**src/rtl/pnp_key_pkg.sv**
```systemverilog
package pnp_key_pkg;

    localparam int          KEY_BYTES = 32;
    localparam int          BYTE_W    = 8;
    localparam logic [7:0]  KEY_SEED  = 8'h6A;

    typedef logic [BYTE_W-1:0] key_byte_t;

    // Action applied to generator and position counter each cycle
    typedef enum logic [1:0] {
        STEP_HOLD      = 2'd0,  // no write this cycle
        STEP_ADVANCE   = 2'd1,  // byte matched, move on
        STEP_REWIND    = 2'd2,  // back to byte 0
        STEP_REWIND_1  = 2'd3   // mismatch on seed byte: count it as byte 0
    } step_e;

    typedef struct packed {
        logic      stb;
        logic      match;
        logic      seed_hit;
        logic      last;
    } cmp_t;

    function automatic key_byte_t key_next(input key_byte_t cur);
        key_byte_t nxt;
        nxt = cur >> 1;
        nxt[BYTE_W-1] = cur[0] ^ cur[1];
        return nxt;
    endfunction

endpackage

```
**src/rtl/pnp_key_gen.sv**
```systemverilog
module pnp_key_gen
    import pnp_key_pkg::*;
#(
    parameter key_byte_t SEED = KEY_SEED
) (
    input  logic      clk,
    input  logic      rst,
    input  step_e     step_i,
    output key_byte_t exp_o
);

    key_byte_t state_q;

    always_ff @(posedge clk) begin
        if (rst) begin
            state_q <= SEED;
        end else begin
            unique case (step_i)
                STEP_HOLD:     state_q <= state_q;
                STEP_ADVANCE:  state_q <= key_next(state_q);
                STEP_REWIND:   state_q <= SEED;
                STEP_REWIND_1: state_q <= key_next(SEED);
                default:       state_q <= SEED;
            endcase
        end
    end

    assign exp_o = state_q;


    rewind_one_chk: assert property (@(posedge clk) disable iff (rst)
        step_i == STEP_REWIND_1 |=> exp_o == key_next(SEED));


    hold_gen_chk: assert property (@(posedge clk) disable iff (rst)
        step_i == STEP_HOLD |=> $stable(exp_o));

endmodule

```
**src/rtl/pnp_key_count.sv**
```systemverilog
module pnp_key_count
    import pnp_key_pkg::*;
#(
    parameter int KEY_LEN = KEY_BYTES,
    localparam int IDX_W  = $clog2(KEY_LEN)
) (
    input  logic             clk,
    input  logic             rst,
    input  step_e            step_i,
    output logic [IDX_W-1:0] idx_o
);

    logic [IDX_W-1:0] idx_q;

    always_ff @(posedge clk) begin
        if (rst) begin
            idx_q <= '0;
        end else begin
            unique case (step_i)
                STEP_HOLD:     idx_q <= idx_q;
                STEP_ADVANCE:  idx_q <= idx_q + 1'b1;
                STEP_REWIND:   idx_q <= '0;
                STEP_REWIND_1: idx_q <= IDX_W'(1);
                default:       idx_q <= '0;
            endcase
        end
    end

    assign idx_o = idx_q;


    mismatch_restart_chk: assert property (@(posedge clk) disable iff (rst)
        step_i == STEP_REWIND |=> idx_o == '0);


    hold_idx_chk: assert property (@(posedge clk) disable iff (rst)
        step_i == STEP_HOLD |=> $stable(idx_o));

endmodule

```
**src/rtl/pnp_key_detect.sv**
```systemverilog
module pnp_key_detect
    import pnp_key_pkg::*;
#(
    parameter int        KEY_LEN = KEY_BYTES,
    parameter key_byte_t SEED    = KEY_SEED,
    localparam int       IDX_W   = $clog2(KEY_LEN)
) (
    input  logic        clk,
    input  logic        rst,
    input  logic        en_i,
    input  logic        addr_wr_i,
    input  logic [7:0]  addr_data_i,
    output logic        key_hit_o
);

    key_byte_t        exp_byte;
    logic [IDX_W-1:0] idx;
    cmp_t             cmp;
    step_e            step;
    logic             hit_q;

    pnp_key_gen #(.SEED(SEED)) gen_i (
        .clk    (clk),
        .rst    (rst),
        .step_i (step),
        .exp_o  (exp_byte)
    );

    pnp_key_count #(.KEY_LEN(KEY_LEN)) cnt_i (
        .clk    (clk),
        .rst    (rst),
        .step_i (step),
        .idx_o  (idx)
    );

    always_comb begin
        cmp.stb      = en_i && addr_wr_i;
        cmp.match    = cmp.stb && (addr_data_i == exp_byte);
        cmp.seed_hit = cmp.stb && !cmp.match && (addr_data_i == SEED);
        cmp.last     = cmp.match && (idx == IDX_W'(KEY_LEN - 1));
    end

    always_comb begin
        if (!en_i)             step = STEP_REWIND;
        else if (!cmp.stb)     step = STEP_HOLD;
        else if (cmp.last)     step = STEP_REWIND;
        else if (cmp.match)    step = STEP_ADVANCE;
        else if (cmp.seed_hit) step = STEP_REWIND_1;
        else                   step = STEP_REWIND;
    end

    always_ff @(posedge clk) begin
        if (rst) hit_q <= 1'b0;
        else     hit_q <= cmp.last;
    end

    assign key_hit_o = hit_q;


    single_pulse_chk: assert property (@(posedge clk) disable iff (rst)
        key_hit_o |=> !key_hit_o);


    pulse_needs_write_chk: assert property (@(posedge clk) disable iff (rst)
        key_hit_o |-> $past(en_i && addr_wr_i));


    disabled_clear_chk: assert property (@(posedge clk) disable iff (rst)
        !en_i |=> (idx == '0) && !key_hit_o);


    start_seed_chk: assert property (@(posedge clk) disable iff (rst)
        idx == '0 |-> exp_byte == SEED);


    rewind_after_hit_chk: assert property (@(posedge clk) disable iff (rst)
        key_hit_o |-> idx == '0);

endmodule

```
**config.mk**
```make
export PLATFORM = sky130hd
export DESIGN_NAME = pnp_key_detect
export DESIGN_NICKNAME = d
export VERILOG_FILES = /design/src/rtl/pnp_key_pkg.sv /design/src/rtl/pnp_key_gen.sv /design/src/rtl/pnp_key_count.sv /design/src/rtl/pnp_key_detect.sv
export SDC_FILE = /design/constraint.sdc
export NUM_CORES = 1
export LEC_CHECK = 0
export BUFFER_PORTS_ARGS = -buffer_cell sky130_fd_sc_hd__buf_2
export CAP_MARGIN = 20
export CORE_ASPECT_RATIO = 1.2
export CORE_MARGIN = 4
export CORE_UTILIZATION = 31
export DETAILED_ROUTE_END_ITERATION = 10
export SKIP_CTS_REPAIR_TIMING = 1
export SYNTH_ARGS = -nofsm -noshare
export SYNTH_HDL_FRONTEND = slang
export SYNTH_SLANG_ARGS = --single-unit
```
**constraint.sdc**
```tcl
create_clock -name clk -period 2 [get_ports clk]
set_input_delay 0.3 -clock clk [delete_from_list [all_inputs] [get_ports clk]]
set_output_delay 0.3 -clock clk [all_outputs]
set_load 0.01 [all_outputs]
```
* Word level (Yosys, flattened, before mapping) *
Index checks and enable logic that the tools add are counted.

operators by class
  add/sub/neg operators = 1
  eq/ne operators = 6
  multiplexer cells = 7
  bitwise gates (word level) = 1
  reductions and logical operators = 7

operators by type and width
  operator                                        count
  one-hot mux 8 bit (3 select lines)              1
  one-hot mux 5 bit (3 select lines)              1
  == test 8 x 7 -> 1 bit (second input constant)  1
  == test 8 bit                                   1
  2-to-1 mux 2 bit                                4
  adder 5 x 1 -> 5 bit (second input constant)    1
  == test 5 bit (second input constant)           1
  logical AND 1 bit                               5
  == test 2 bit (second input constant)           2
  == test 2 x 1 -> 1 bit (second input constant)  1
  zero test 2 bit                                 1
  zero test 1 bit                                 1
  2-to-1 mux 1 bit                                1
  XOR 1 bit                                       1

word-level totals
  register bits = 14
  bits of input ports = 12
  output and inout port bits = 1
  logic and storage cells = 25

* Logic depth before layout (Yosys ltp) *
Gate-level depths: netlist of the first run.

  depth after elaboration = 12
  depth in mapped cells = 8
  mapped depth without buffers = 7

* By module *
A second synthesis of the first run with hierarchy kept.

unflattened totals
  cells, all modules = 83
  area total of the unflattened synthesis = 737.0 µm²

modules (own cells, without submodules)
  module          instances  cells each  area an instance (µm²)  sequential area each (µm²)
  pnp_key_gen     1          39          347.8                   160.2
  pnp_key_count   1          20          203.9                   100.1
  pnp_key_detect  1          24          185.2                   20.0

* Worst setup path after synthesis of the first run *
OpenSTA, ideal clock, no wires.

  kind = register to register
  start point = reg cnt_i.idx_q[0] (netlist: cnt_i.idx_o[0])
  end point = reg cnt_i.idx_q[3] (netlist: cnt_i.idx_o[3])
  setup time = 121 ps
  arrival = 1895 ps
  data required time = 1879 ps
  setup slack = -16 ps
  stages on the path, launching flop included = 8
  path buffers = 0
  clock period less this slack = 2016 ps
  cell sequence = dfxtp_1 -> ha_1 -> and3_1 -> ha_1 -> and3b_1 -> nand4_1 -> a21oi_1 -> mux2_2

between the ends
  word-level cells in the longest chain between the ends = 7
  elaborated cells between the ends (all ways) = 11
  those cells by class = 1 x add/sub; 4 x eq/ne; 4 x mux; 2 x reduce/logical

ends and longest elaborated chain
  what                                                            RTL line              source
  start: declaration                                              pnp_key_count.sv:13   logic [IDX_W-1:0] idx_q;
  start signal: assignment                                        pnp_key_count.sv:20   STEP_HOLD: idx_q <= idx_q;
  start signal: assignment                                        pnp_key_count.sv:21   STEP_ADVANCE: idx_q <= idx_q + 1'b1;
  == test 5 bit                                                   pnp_key_detect.sv:40  cmp.last = cmp.match && (idx == IDX_W'(KEY_LEN - 1));
  logical AND 1 bit                                               pnp_key_detect.sv:40
  2-to-1 mux 2 bit                                                pnp_key_detect.sv:46  else if (cmp.last) step = STEP_REWIND;
  2-to-1 mux 2 bit                                                pnp_key_detect.sv:45  else if (!cmp.stb) step = STEP_HOLD;
  2-to-1 mux 2 bit                                                pnp_key_detect.sv:44  if (!en_i) step = STEP_REWIND;
  == test 2 bit / == test 2 x 1 -> 1 bit (equally long branches)  pnp_key_count.sv:19   unique case (step_i)
  one-hot mux 5 bit (3 select lines)                              pnp_key_count.sv:19

Several ways; a longest one is shown, not always the timed one.
A chain may end at the register's enable or synchronous reset.

* Final worst setup path of the first run *
Same ends and word-level chain as after synthesis.

==> metrics.txt, run 1 <==
Starting Density 0.3358; initial antenna violation count 0; worst reg-to-reg path cell count 7; Flop pwr share 0.582; max frequency 0.5066 GHz; synthesized netlist cell count 90; CORE AREA between 2000 and 2500 um2; htree depth 1; Setup Viol. Count Final 0; port buffer count 12; Pwr Density 499.7 nW/um2; met1 usage 0.1466; Final HPWL DP between 1000 and 1500 um; Slowest cell on crit path dfxtp_2; wire length per cell 13.93 um; Max stage delay on crit path approximately 340 ps; Netlist Area Pre-Place 798.3 um2; Hold Path Class input pin to flip-flop; WP data required 2160 ps; routed via count between 700 and 800; first-pass GRT wire length slightly below 3000 um; Via density about 5.4; WHS Path Cells 2; Final Wtd Congestion roughly 0.83; share of layout cells above drive strength 1 0.3113; Initial DRC Count 21; number of fill cells in the layout 249; clock share of power 0.305; Setup CP Type flip-flop to flip-flop; gr ovfl total 0; synth warn 0; Routed WL around 1900 um; die width 54.33 um; critical-path maximum fanout 4; Peak VDD IR 0.2357 mV; met2 GRT Util 0.1826; CP endpoint kind flip-flop; register area share after synthesis 0.3511; Slew Viols, Final 0; GRT Overall Usage 0.1147; # diodes 0; Reg2Reg Setup Slack ~26 ps; type of element launching the critical path flip-flop; Gate power share 0.112; relative slew slack 0.6744; worst-path cell chain ha_2 -> and3_4 -> ha_2 -> and3b_2 -> nand4_1 -> a21oi_2 -> mux2_4; num rows 19; Leak 0.3480 nW; outcome finished clean; Int Pwr around 0.00037 W; DRC 0; Die Area about 3500 um2; CTS tree yes; actual slew at the worst max-slew pin 484.7 ps; vias in the first global route between 600 and 700; Root Driver clkbuf_4; FF+latch count, synth 14; Sw Pwr 0.0001096 W; period utilization 0.9869; # clock sinks 14; clk_lat worst skew ~270 ps; Synth Net Count approximately 100; CP arrival around 2100 ps; Fin Setup TNS 0 ps; Hold Crit Start rst; Die Y between 60 and 70 um; router iterations before antenna repair 4; synthesis-to-layout area growth 20.53%; crit-path most repeated cell ha_2; clk buf depth 2; num ports 13; endpoints failing hold 0; CTS Buf Count 3; Final nets approximately 120; max cap viols 0; Layout Skew 6.193 ps; Worst Hold End cnt_i.idx_o[0]; area of the multi-input gates approximately 520 um2; worst r2r src cnt_i.idx_o[0]; grt met3 use 0.01415; Post-Route Utilization 0.4047; syn_area_per_cell about 8.9 um2; Antenna Nets Post-Route 0; Sw Share 0.2280; fin crit period 1974 ps; Netlist cell types 32; Worst-path clk slew approximately 80 ps; capture point of the worst reg-to-reg path cnt_i.idx_o[3]; busiest layer in global routing met2; area occupied by registers ~280 um2; largest net degree at the start of global routing 12
## worst max-delay path, delay by kind of cell (launching register included)
kind | cells | cell delay, ps
AND/OR/NAND/NOR | 3 | 630
adder cells (fa/ha/maj) | 2 | 360
flip-flops | 1 | 340
multiplexers | 1 | 310
AO/OA/AOI/OAI | 1 | 230
## power groups by stage
stage	sequential [W]	combinational, W	clock, W
after floorplan	0.000286	0.0000301	0
after global placement	0.000287	0.0000507	0
after detailed placement	0.000287	0.0000515	0
after CTS	0.000280	0.0000518	0.000156
after global routing	0.000280	0.0000589	0.000171
final	0.000280	0.0000541	0.000147
## synthesized netlist by cell type
cell / count / area [um2]
a21oi_1: 5 / 25.02
o2111ai_1: 1 / 8.760
buf_2: 1 / 5.000
and3_1: 1 / 6.260
clkbuf_1: 1 / 3.750
o221ai_1: 4 / 35.03
a22oi_1: 1 / 7.510
a31o_2: 1 / 8.760
nor2_1: 4 / 15.01
dfxtp_1: 14 / 280.3
mux2_2: 2 / 22.52
buf_6: 1 / 11.26
and4_2: 1 / 10.01
nand2b_1: 5 / 31.28
o21ai_2: 1 / 8.760
o21ai_0: 3 / 15.01
ha_1: 2 / 25.02
xor2_1: 6 / 52.55
xnor2_1: 2 / 17.52
nor3_1: 2 / 10.01
mux2i_1: 1 / 10.01
a31oi_1: 5 / 31.28
nor4bb_1: 2 / 20.02
and2_1: 2 / 12.51
nand4_1: 2 / 12.51
inv_1: 1 / 3.750
nand2_1: 9 / 33.78
nand3b_1: 1 / 7.510
nor2b_1: 2 / 12.51
nand3_1: 5 / 25.02
and3b_1: 1 / 8.760
nor4_4: 1 / 21.27
## sequential cells by signal, indices dropped and copies added, names as in the netlist
name	cells
cnt_i.idx_o	5
gen_i.exp_o	8
key_hit_o	1
## metal layers
metal / share of wire / up-vias
met2: 0.51 / 19
met4: 0.014 / 0
met5: 0 / -
met3: 0.050 / 2
met1: 0.42 / 349
li1: - / 365
## worst max-delay path by stage
stage	startpoint	end
after detailed placement	cnt_i.idx_o[0]	cnt_i.idx_o[2]
after floorplan	cnt_i.idx_o[0]	cnt_i.idx_o[3]
after global placement	cnt_i.idx_o[0]	cnt_i.idx_o[2]
after CTS	cnt_i.idx_o[0]	cnt_i.idx_o[2]
after global routing	gen_i.exp_o[5]	gen_i.exp_o[5]
final	cnt_i.idx_o[0]	cnt_i.idx_o[3]
## cells by family after synthesis
| logic type | synth area share |
|---|---|
| XOR/XNOR | 0.08778 |
| flip-flops | 0.3511 |
| AO/OA/AOI/OAI | 0.1755 |
| buffers and inverters | 0.02976 |
| AND/OR/NAND/NOR | 0.2837 |
| multiplexers | 0.04075 |
| adder cells (fa/ha/maj) | 0.03134 |
## through the flow
| step | total power, W | hold slack [ps] | setup WS, ps | instance area [um2] | instances |
|---|---|---|---|---|---|
| CTS | 0.0004877 | 289.7 | 24.46 | 924.6 | 136 |
| detailed placement | 0.0003381 | 476.3 | 40.09 | 902.1 | 133 |
| floorplan | 0.0003165 | 401.3 | 25.17 | 800.8 | 90 |
| finish | 0.0004808 | 301.5 | 26.12 | 962.2 | 137 |
| global placement | 0.0003375 | 471.8 | 98.13 | 902.1 | 133 |
| global route | 0.0005096 | 295.5 | -26.20 | 962.2 | 137 |
## area by class of cell
cell class / instances / share of cell area
tap: 31 / 0.04031
sequential: 14 / 0.2939
clock buffer: 3 / 0.02341
inverter: 1 / 0.003901
timing repair buffer: 16 / 0.09753
multi-input combinational: 72 / 0.5410
## layout by cell type, fill, tap and decap left out, types with 2 or more instances in the layout
cell      netlist  routed
nand2b_1        5       5
a31oi_1         5       4
nor4bb_1        2       2
o221ai_1        4       4
clkbuf_4        0       3
o21ai_0         3       3
nand3_1         5       5
xor2_1          6       6
buf_2           1      12
buf_4           0       3
nand4_1         2       2
dfxtp_1        14      12
nor2_1          4       4
xnor2_1         2       2
dfxtp_2         0       2
nand2_1         9       9
ha_2            0       2
nor2b_1         2       2
a21oi_1         5       4
nor3_1          2       2
and2_1          2       2
(Power assumes the default switching activity.)
==> inputs of run 2 (changes only) <==
--- a/config.mk
+++ b/config.mk
@@ -11,6 +11,7 @@
 export CORE_MARGIN = 4
 export CORE_UTILIZATION = 31
 export DETAILED_ROUTE_END_ITERATION = 10
+export GPL_TIMING_DRIVEN = 0
 export SKIP_CTS_REPAIR_TIMING = 1
 export SYNTH_ARGS = -nofsm -noshare
 export SYNTH_HDL_FRONTEND = slang
==> run 2 against run 1 <==
Net effect:
- first-iteration DRC count is 52% lower
- sequential power hardly changed
- combinational power is 3% lower
- critical path type unchanged
- highest routed layer unchanged
==> metrics.txt, run 2 (synthesis gave the netlist of run 1 again) <==
outcome finished clean (unchanged); num rows 19 (unchanged); relative slew slack 0.6904 (was 0.6744); endpoints failing hold 0 (unchanged); vias in the first global route 742 (was 677); # clock sinks 14 (unchanged); Hold Path Class input pin to flip-flop (unchanged); Post-DP Area 894.6 um2 (was 902.1 um2); period utilization 0.9955 (was 0.9869); Int Pwr 0.0004092 W (was 0.0003711 W); Routed WL 1943 um (was 1909 um); Root Driver clkbuf_4 (unchanged); share of layout cells above drive strength 1 0.2804 (was 0.3113); Final HPWL DP 1458 um (was 1421 um); num ports 13 (unchanged); Setup CP Type flip-flop to flip-flop (unchanged); wire length per cell 14.08 um (was 13.93 um); router iterations before antenna repair 4 (unchanged); Initial DRC Count 10 (was 21); DRC 0 (unchanged); WP data required 2180 ps (was 2160 ps); Pwr Density 553.7 nW/um2 (was 499.7 nW/um2); Die Area 3455 um2 (unchanged); number of fill cells in the layout 248 (was 249); CP endpoint kind flip-flop (unchanged); routed via count 731 (was 735); Setup Viol. Count Final 0 (unchanged); gr ovfl total 0 (unchanged); CTS tree yes (unchanged); Final Cell Area 968.4 um2 (was 962.2 um2); largest net degree at the start of global routing 11 (was 12); htree depth 1 (unchanged); port buffer count 11 (was 12); CTS Buf Count 3 (unchanged); type of element launching the critical path flip-flop (unchanged); max cap viols 0 (unchanged); Worst-path clk slew 90 ps (was 80 ps); Via density 5.297 (was 5.365); Flop pwr share 0.517 (was 0.582); clock share of power 0.385 (was 0.305); first-pass GRT wire length 3229 um (was 2946 um); most frequent cells in the layout buf_2, dfxtp_1, nand2_1, xor2_1 (was dfxtp_1, buf_2, nand2_1, xor2_1); Layout Skew 2.293 ps (was 6.193 ps); CP arrival 2170 ps (was 2130 ps); Final nets 122 (unchanged); Starting Density 0.3358 (unchanged); RSZ-0062 raised after global routing yes; Sw Share 0.2368 (was 0.2280); Final Wtd Congestion 0.8428 (was 0.8340); Sw Pwr 0.0001270 W (was 0.0001096 W); Slew Viols, Final 0 (unchanged); actual slew at the worst max-slew pin 462.7 ps (was 484.7 ps); Antenna Nets Post-Route 0 (unchanged); initial antenna violation count 0 (unchanged); synthesis-to-layout area growth 21.32% (was 20.53%); Leak 0.3524 nW (was 0.3480 nW); CORE AREA 2377 um2 (unchanged); critical-path maximum fanout 4 (unchanged); GRT Overall Usage 0.1259 (was 0.1147); max frequency 0.5023 GHz (was 0.5066 GHz); die width 54.33 um (unchanged); # diodes 0 (unchanged); clk_lat worst skew 280 ps (was 270 ps); Die Y 63.59 um (unchanged); Fin Setup TNS 0 ps (unchanged); Gate power share 0.098 (was 0.112); fin crit period 1991 ps (was 1974 ps); Peak VDD IR 0.3159 mV (was 0.2357 mV); max reg flops 8 (unchanged); clk buf depth 2 (unchanged)
==> run 2: cell types whose count changed in the layout (fill, tap and decap cells not counted), sizes merged <==
cell	previous run	this run
buf	16	15
clkbuf	3	5
==> run 2: area by class of cell <==
cell class | count | area [um2] | area share
multi-input cells | 72 | 515.5 | 0.5323
flip-flops and latches | 14 | 287.8 | 0.2972
repair buffers | 14 | 77.57 | 0.08010
well taps | 31 | 38.79 | 0.04005
clock buffers | 4 | 36.28 | 0.03747
plain buffers | 2 | 8.758 | 0.009044
inverters | 1 | 3.754 | 0.003876
==> run 2: layer usage <==
metal | GRT usage | up-vias | share of wire
li1 | - | 368 | -
met1 | 0.1441 | 345 | 0.44
met2 | 0.2111 | 14 | 0.50
met3 | 0.01651 | 4 | 0.043
met4 | 0.07477 | 0 | 0.021
met5 | 0 | - | 0
==> run 2: worst max-delay path: stages, from the launching register on <==
cell and delay [ps]:
dfxtp_4 370, ha_4 160, and3_1 180, ha_2 180, and3b_2 270, nand4_1 170
a21oi_1 220, mux2_2 350
==> run 2: per-stage QoR <==
stage | utilization | hold WS, ps | total power (W) | setup WS (ps) | cells
2_1_floorplan | - | 401.3 | 0.0003165 | 25.17 | 90
3_3_place_gp | 0.3763 | 466.2 | 0.0003372 | -238.0 | 132
3_5_place_dp | 0.3763 | 475.4 | 0.0003379 | -259.7 | 132
4_1_cts | 0.3916 | 273.7 | 0.0005424 | -269.4 | 136
5_1_grt | 0.4074 | 291.6 | 0.0005657 | -55.62 | 138
6_report | 0.4074 | 289.6 | 0.0005362 | 8.967 | 138
==> run 2: final timing paths <==
| kind | startpoint | endpoint | slack (ps) | cells after the start |
|---|---|---|---|---|
| max | cnt_i.idx_o[1] | cnt_i.idx_o[3] | 9 | 7 |
| min reg2reg | cnt_i.idx_o[4] | cnt_i.idx_o[4] | 490 | 2 |
| max reg2reg | cnt_i.idx_o[1] | cnt_i.idx_o[3] | 9 | 7 |
| min | addr_wr_i | gen_i.exp_o[7] | 290 | 2 |
==> run 2: power by group through the flow <==
stage | Sequential (W) | Clock (W) | Combinational, W
finish | 0.000277 | 0.000206 | 0.0000526
global route | 0.000278 | 0.000230 | 0.0000577
detailed placement | 0.000287 | 0 | 0.0000513
CTS | 0.000280 | 0.000211 | 0.0000516
global placement | 0.000287 | 0 | 0.0000505
floorplan | 0.000286 | 0 | 0.0000301
